$ cat config.mk
export PLATFORM = sky130hd
export DESIGN_NAME = spt_tracker
export DESIGN_NICKNAME = d
export VERILOG_FILES = /design/src/rtl/spt_pkg.sv /design/src/rtl/spt_lane.sv /design/src/rtl/spt_chain.sv /design/src/rtl/spt_tracker.sv
export SDC_FILE = /design/constraint.sdc
export NUM_CORES = 1
export LEC_CHECK = 0
export BUFFER_PORTS_ARGS = -buffer_cell sky130_fd_sc_hd__buf_2
export CAP_MARGIN = 30
export CORE_ASPECT_RATIO = 0.75
export CORE_MARGIN = 2
export CORE_UTILIZATION = 30
export DETAILED_ROUTE_END_ITERATION = 16
export SETUP_SLACK_MARGIN = 0.15
export SLEW_MARGIN = 20
export SYNTH_ARGS = -nofsm -noshare
export SYNTH_HDL_FRONTEND = slang
export SYNTH_HIERARCHICAL = 1
export SYNTH_SLANG_ARGS = --single-unit
$ cat constraint.sdc
create_clock -name clk_i -period 5.3 [get_ports clk_i]
set_clock_uncertainty 0.05 [all_clocks]
set_input_delay 0.265 -clock clk_i [delete_from_list [all_inputs] [get_ports clk_i]]
set_output_delay 0.265 -clock clk_i [all_outputs]
set_load 0.03 [all_outputs]
$ cat src/rtl/spt_pkg.sv
package spt_pkg;
  typedef enum logic [2:0] {
    OP_NONE  = 3'd0,
    OP_PUSH  = 3'd1,
    OP_POP   = 3'd2,
    OP_CALL  = 3'd3,
    OP_RET   = 3'd4,
    OP_SP_RD = 3'd5,
    OP_SP_WR = 3'd6
  } stk_op_e;
endpackage

$ cat src/rtl/spt_lane.sv
module spt_lane
  import spt_pkg::*;
#(
  parameter int DW     = 8,
  parameter int STEP_W = 4,
  parameter int STEP_H = 2
) (
  input  logic          vld_i,
  input  logic [2:0]    op_i,
  input  logic          half_i,
  input  logic [DW-1:0] d_i,
  output logic [DW-1:0] ofs_o,
  output logic          sync_o,
  output logic [DW-1:0] sync_val_o,
  output logic [DW-1:0] d_o
);
  logic          is_sub, is_add, is_exp, ovf;
  logic [DW:0]   step, sum, neg_step;

  always_comb begin
    is_sub   = (op_i == OP_PUSH) || (op_i == OP_CALL);
    is_add   = (op_i == OP_POP)  || (op_i == OP_RET);
    is_exp   = (op_i == OP_SP_RD) || (op_i == OP_SP_WR);
    step     = half_i ? (DW+1)'(STEP_H) : (DW+1)'(STEP_W);
    neg_step = -step;
    sum      = is_sub ? ({d_i[DW-1], d_i} - step) : ({d_i[DW-1], d_i} + step);
    ovf      = sum[DW] != sum[DW-1];
    ofs_o      = '0;
    sync_o     = 1'b0;
    sync_val_o = '0;
    d_o        = d_i;
    if (vld_i) begin
      if (is_exp) begin
        sync_o     = 1'b1;
        sync_val_o = d_i;
        d_o        = '0;
      end else if (is_sub || is_add) begin
        if (ovf) begin
          // fold delta into architectural SP, restart from zero
          sync_o     = 1'b1;
          sync_val_o = d_i;
          d_o        = is_sub ? neg_step[DW-1:0] : step[DW-1:0];
        end else begin
          d_o = sum[DW-1:0];
        end
        ofs_o = is_sub ? d_o : (ovf ? '0 : d_i);
      end
    end
  end
endmodule

$ cat src/rtl/spt_chain.sv
module spt_chain #(
  parameter int LANES  = 2,
  parameter int DW     = 8,
  parameter int STEP_W = 4,
  parameter int STEP_H = 2
) (
  input  logic [LANES-1:0]    vld_i,
  input  logic [3*LANES-1:0]  op_i,
  input  logic [LANES-1:0]    half_i,
  input  logic [DW-1:0]       d_i,
  output logic [DW*LANES-1:0] ofs_o,
  output logic [LANES-1:0]    sync_o,
  output logic [DW*LANES-1:0] sync_val_o,
  output logic [DW-1:0]       d_o
);
  logic [DW-1:0] d_chain [LANES+1];

  assign d_chain[0] = d_i;
  assign d_o        = d_chain[LANES];

  for (genvar g = 0; g < LANES; g++) begin : g_lane
    spt_lane #(.DW(DW), .STEP_W(STEP_W), .STEP_H(STEP_H)) u_lane (
      .vld_i      (vld_i[g]),
      .op_i       (op_i[3*g +: 3]),
      .half_i     (half_i[g]),
      .d_i        (d_chain[g]),
      .ofs_o      (ofs_o[DW*g +: DW]),
      .sync_o     (sync_o[g]),
      .sync_val_o (sync_val_o[DW*g +: DW]),
      .d_o        (d_chain[g+1])
    );
  end
endmodule

$ cat src/rtl/spt_tracker.sv
module spt_tracker
  import spt_pkg::*;
#(
  parameter int LANES  = 2,
  parameter int DW     = 8,
  parameter int STEP_W = 4,
  parameter int STEP_H = 2
) (
  input  logic                clk_i,
  input  logic                rst_ni,
  input  logic                flush_i,
  input  logic [LANES-1:0]    grp_vld_i,
  input  logic [3*LANES-1:0]  grp_op_i,
  input  logic [LANES-1:0]    grp_half_i,
  output logic [LANES-1:0]    uop_vld_o,
  output logic [DW*LANES-1:0] mem_ofs_o,
  output logic [LANES-1:0]    sync_o,
  output logic [DW*LANES-1:0] sync_delta_o,
  output logic [DW-1:0]       run_delta_o
);
  logic [DW*LANES-1:0] ofs_c, sval_c;
  logic [LANES-1:0]    sync_c;
  logic [DW-1:0]       d_next;

  spt_chain #(.LANES(LANES), .DW(DW), .STEP_W(STEP_W), .STEP_H(STEP_H)) u_chain (
    .vld_i      (grp_vld_i),
    .op_i       (grp_op_i),
    .half_i     (grp_half_i),
    .d_i        (run_delta_o),
    .ofs_o      (ofs_c),
    .sync_o     (sync_c),
    .sync_val_o (sval_c),
    .d_o        (d_next)
  );

  always_ff @(posedge clk_i or negedge rst_ni) begin
    if (!rst_ni) begin
      uop_vld_o    <= '0;
      mem_ofs_o    <= '0;
      sync_o       <= '0;
      sync_delta_o <= '0;
      run_delta_o  <= '0;
    end else if (flush_i) begin
      uop_vld_o    <= '0;
      mem_ofs_o    <= '0;
      sync_o       <= '0;
      sync_delta_o <= '0;
      run_delta_o  <= '0;
    end else begin
      uop_vld_o    <= grp_vld_i;
      mem_ofs_o    <= ofs_c;
      sync_o       <= sync_c;
      sync_delta_o <= sval_c;
      run_delta_o  <= d_next;
    end
  end


  flush_clr_chk: assert property (@(posedge clk_i) disable iff (!rst_ni)
    flush_i |=> (run_delta_o == '0) && (sync_o == '0) && (uop_vld_o == '0));


  idle_hold_chk: assert property (@(posedge clk_i) disable iff (!rst_ni)
    (!flush_i && grp_vld_i == '0) |=> $stable(run_delta_o));


  vld_follow_chk: assert property (@(posedge clk_i) disable iff (!rst_ni)
    !flush_i |=> uop_vld_o == $past(grp_vld_i));

  for (genvar g = 0; g < LANES; g++) begin : g_chk

    exp_sync_chk: assert property (@(posedge clk_i) disable iff (!rst_ni)
      (!flush_i && grp_vld_i[g] &&
       (grp_op_i[3*g +: 3] == OP_SP_RD || grp_op_i[3*g +: 3] == OP_SP_WR))
      |=> sync_o[g] && (mem_ofs_o[DW*g +: DW] == '0));

    sync_val_chk: assert property (@(posedge clk_i) disable iff (!rst_ni)
      !sync_o[g] |-> sync_delta_o[DW*g +: DW] == '0);
  end
endmodule

==> flow_metrics.env <==
export IMPL_portBuffers=56
export IMPL_dr_pass1_iters=4
export IMPL_postCtsSetupBuffers=0
export IMPL_fp_row_count=32
export IMPL_die_h_um=92.1
export IMPL_post_place_ws_ns=0.0217
export IMPL_top_layer_used="met4"
export IMPL_drc_errors=0
export IMPL_rsz0062_at_grt="no"
export IMPL_setup_violations=0
export IMPL_wl_met1_um=3760
export IMPL_ff2ff_setup_slack_ns=0.68
export IMPL_core_um2=10200
export IMPL_grt_antenna_before_repair=0
export IMPL_fin_crit_ns=4.76
export IMPL_syn_area_per_cell_um2=9.36
export IMPL_cts_tree="done"
export IMPL_p_seq_share_pct=33.3
export IMPL_clk_root_buffer_cell="clkbuf_16"
export IMPL_p_switching_mw=0.415
export IMPL_finalWirelength_um=8070
export IMPL_cp_required_ns=5.40
export IMPL_synth_cell_types=47
export IMPL_ys_flop_type="dfrtp_1"
export IMPL_tns_ns=0
export IMPL_pwr_share_comb_pct=39.9
export IMPL_clock_path_buffers=2
export IMPL_holdPathEnd="uop_vld_o[0]"
export IMPL_cellPowerDensity_nw_per_um2=295
export IMPL_grt_overflow_total=0
export IMPL_hold_depth=2
export IMPL_slew_viol_final=0
export IMPL_hpwl_um=6190
export IMPL_swShare_pct=37.4
export IMPL_worst_pin_slew_ns=0.765
export IMPL_worstReg2RegEnd="run_delta_o[6]"
export IMPL_fin_util_pct=36.9
export IMPL_hp_class="input port to flip-flop"
export IMPL_relSlewSlack_pct=49.0
export IMPL_grt_max_degree=45
export IMPL_synth_edf_count=0
export IMPL_synth_area_um2=3110
export IMPL_cts_buffers_inserted=5
export IMPL_final_hold_violation_count=0
export IMPL_viasPerCell=5.02
export IMPL_arrival_ns=4.85
export IMPL_cp_max_fo=17
export IMPL_synth_async_reset_ratio_pct=100
export IMPL_synth_fp_nets=363
export IMPL_gp_congestion=0.886
export IMPL_die_w_um=122
export IMPL_final_nets=426
export IMPL_drt_iter0_drc=179
export IMPL_drive_gt1_share_pct=23.0
export IMPL_grt_first_pass_wirelength_um=13100
export IMPL_rr_startpoint="run_delta_o[6]"
export IMPL_yosysSeqAreaShare_pct=35.4
export IMPL_hold_start="grp_vld_i[0]"
export IMPL_cap_violations=0
export IMPL_internal_power_mw=0.694
export IMPL_grt_util_all_layers_pct=14.8
export IMPL_status="completed"
export IMPL_ys_seq_elements=44
export IMPL_num_vias=2667
export IMPL_start_kind="input port"
export IMPL_setup_slack_ns=0.544
export IMPL_vdd_drop_max_v=0.000120
export IMPL_syn_inst=332
export IMPL_clk_pin_slew_ns=0.06
export IMPL_syn2layout_area_growth_pct=20.9
export IMPL_power_frac_clock_pct=26.8
export IMPL_fillers=1028
export IMPL_fmax_ghz=0.210
export IMPL_yosysWarnings=6
export IMPL_cts_sinks=44
export IMPL_wl_per_cell_um=15.2
export IMPL_htreeDepth=2
export IMPL_boundaryPins=57
export IMPL_rr_worst_depth=16
export IMPL_ant_nets=0
export IMPL_wl_met2_um=3580
export IMPL_antennaDiodeCount=0
export IMPL_timing_hold_ws_ns=0.231
export IMPL_grt_pass1_vias=2474
export IMPL_p_leak_nw=1.82
export IMPL_dieArea_um2=11200
export IMPL_criticalPathCategory="input port to flip-flop"
export IMPL_wl_met3_um=619
export IMPL_start_util_pct=30.6
export IMPL_period_share_pct=89.7
export IMPL_cp_end_kind="flip-flop"
export IMPL_clock_latency_ns=0.29
cells in the final DEF (no fill, tap or decap), types with 7 or more instances in the layout:
| master | netlist | layout |
|---|---|---|
| o21ai_0 | 15 | 15 |
| a21oi_1 | 10 | 10 |
| xnor2_1 | 10 | 10 |
| dfrtp_1 | 44 | 44 |
| nand3_1 | 14 | 14 |
| a21o_1 | 8 | 8 |
| a32o_1 | 13 | 13 |
| a31oi_1 | 10 | 10 |
| nor2_1 | 7 | 7 |
| buf_2 | 6 | 56 |
| and2_1 | 17 | 17 |
| inv_1 | 10 | 10 |
| ha_1 | 18 | 18 |
| buf_4 | 0 | 13 |
| nand2_1 | 28 | 28 |
| nor2b_1 | 46 | 46 |
state kept, by name (all words and copies together), names as in the netlist:
signal / flops
mem_ofs_o: 16
sync_o: 2
run_delta_o: 8
uop_vld_o: 2
sync_delta_o: 16
power groups by stage:
stage | clock network (mW) | registers, mW | logic, mW
final | 0.297 | 0.369 | 0.443
after detailed placement | 0 | 0.376 | 0.435
after CTS | 0.308 | 0.369 | 0.438
after global placement | 0 | 0.376 | 0.433
after global routing | 0.321 | 0.371 | 0.493
after floorplan | 0 | 0.405 | 0.282
cell families (layout without fill, tap and decap cells):
kind of cell / after synthesis / count (layout) / synth area share, %
AOI/OAI and AO/OA: 84 / 84 / 22.0
xor gates and xnor gates: 18 / 18 / 5.80
adders and majority gates: 18 / 18 / 7.25
buffers and inverters: 25 / 88 / 3.74
DFF: 44 / 44 / 35.4
muxes: 1 / 1 / 0.322
and+or+nand+nor: 142 / 142 / 25.5
layer usage:
metal	GRT usage [%]	vias up
met3	3.11	13
met5	0	-
li1	-	1307
met2	22.9	88
met4	2.97	0
met1	21.4	1259
metrics by stage:
stage / area (um2) / power (mW) / instances
after floorplan: 3110 / 0.687 / 332
after global placement: 3580 / 0.809 / 522
after detailed placement: 3600 / 0.811 / 523
after CTS: 3740 / 1.12 / 531
after global routing: 3760 / 1.18 / 531
final: 3760 / 1.11 / 531
cell usage after synthesis (2+ instances only):
library cell | n | area share [%]
a2111oi_4 | 2 | 1.8
a21o_1 | 8 | 1.9
a21oi_1 | 10 | 1.6
a21oi_2 | 2 | 0.56
a21oi_4 | 2 | 1.0
a22o_1 | 3 | 0.85
a22oi_1 | 2 | 0.48
a31oi_1 | 10 | 2.0
a31oi_4 | 2 | 1.4
a32o_1 | 13 | 4.2
and2_1 | 17 | 3.4
and3_1 | 4 | 0.81
buf_2 | 6 | 0.97
buf_6 | 2 | 0.72
clkbuf_1 | 6 | 0.72
dfrtp_1 | 44 | 35
ha_1 | 18 | 7.2
inv_1 | 10 | 1.2
nand2_1 | 28 | 3.4
nand2b_1 | 5 | 1.0
nand3_1 | 14 | 2.3
nand3b_1 | 3 | 0.72
nor2_1 | 7 | 0.85
nor2b_1 | 46 | 9.3
nor3_1 | 5 | 0.81
nor3b_1 | 2 | 0.48
nor4_1 | 2 | 0.40
nor4b_1 | 2 | 0.56
o211ai_1 | 4 | 0.97
o21ai_0 | 15 | 2.4
o21ai_1 | 2 | 0.32
o21bai_1 | 2 | 0.48
o311ai_0 | 2 | 0.56
or3_1 | 5 | 1.0
xnor2_1 | 10 | 2.8
xor2_1 | 5 | 1.4
xor2_2 | 2 | 1.0
what timing repair did:
action / in CTS / in global routing
gates resized for setup: 0 / 1
hold buffers: 1 / 0
endpoints found under the hold margin: 11 / 0
setup endpoints to repair: 0 / 21
layout make-up:
type                    instances  area (um2)  area share [%]
repair buffers                 71         408            10.9
clock buffers                   5         125            3.33
inverters                      10        37.5           0.999
multi-input cells             263        1900            50.6
clock inverters                 2        12.5           0.333
well taps                     136         170            4.53
flip-flops and latches         44        1100            29.3
worst max-delay path by stage:
stage / startpoint / endpoint / slack [ns] / cells after the start
floorplan: grp_op_i[0] / run_delta_o[6] / 0.28 / 22
global placement: grp_op_i[2] / run_delta_o[6] / 0.13 / 19
detailed placement: grp_op_i[2] / run_delta_o[6] / 0.02 / 19
CTS: grp_op_i[2] / run_delta_o[6] / 0.33 / 19
global route: grp_op_i[2] / run_delta_o[6] / 0.21 / 19
finish: grp_op_i[2] / run_delta_o[6] / 0.54 / 19
worst max-delay path, stage by stage:
cell	delay (ns)
buf_2	0.14
nand2b_1	0.30
inv_1	0.20
ha_1	0.50
nand3_1	0.11
a21o_1	0.20
a21oi_2	0.31
xor2_4	0.43
nand2_1	0.18
a32o_1	0.34
ha_1	0.36
o211ai_1	0.23
o21ai_2	0.12
a31oi_4	0.30
xor2_2	0.18
buf_4	0.17
nand2_1	0.05
a221o_1	0.32
nor2b_1	0.13
Power figures use the tool's default switching activity.
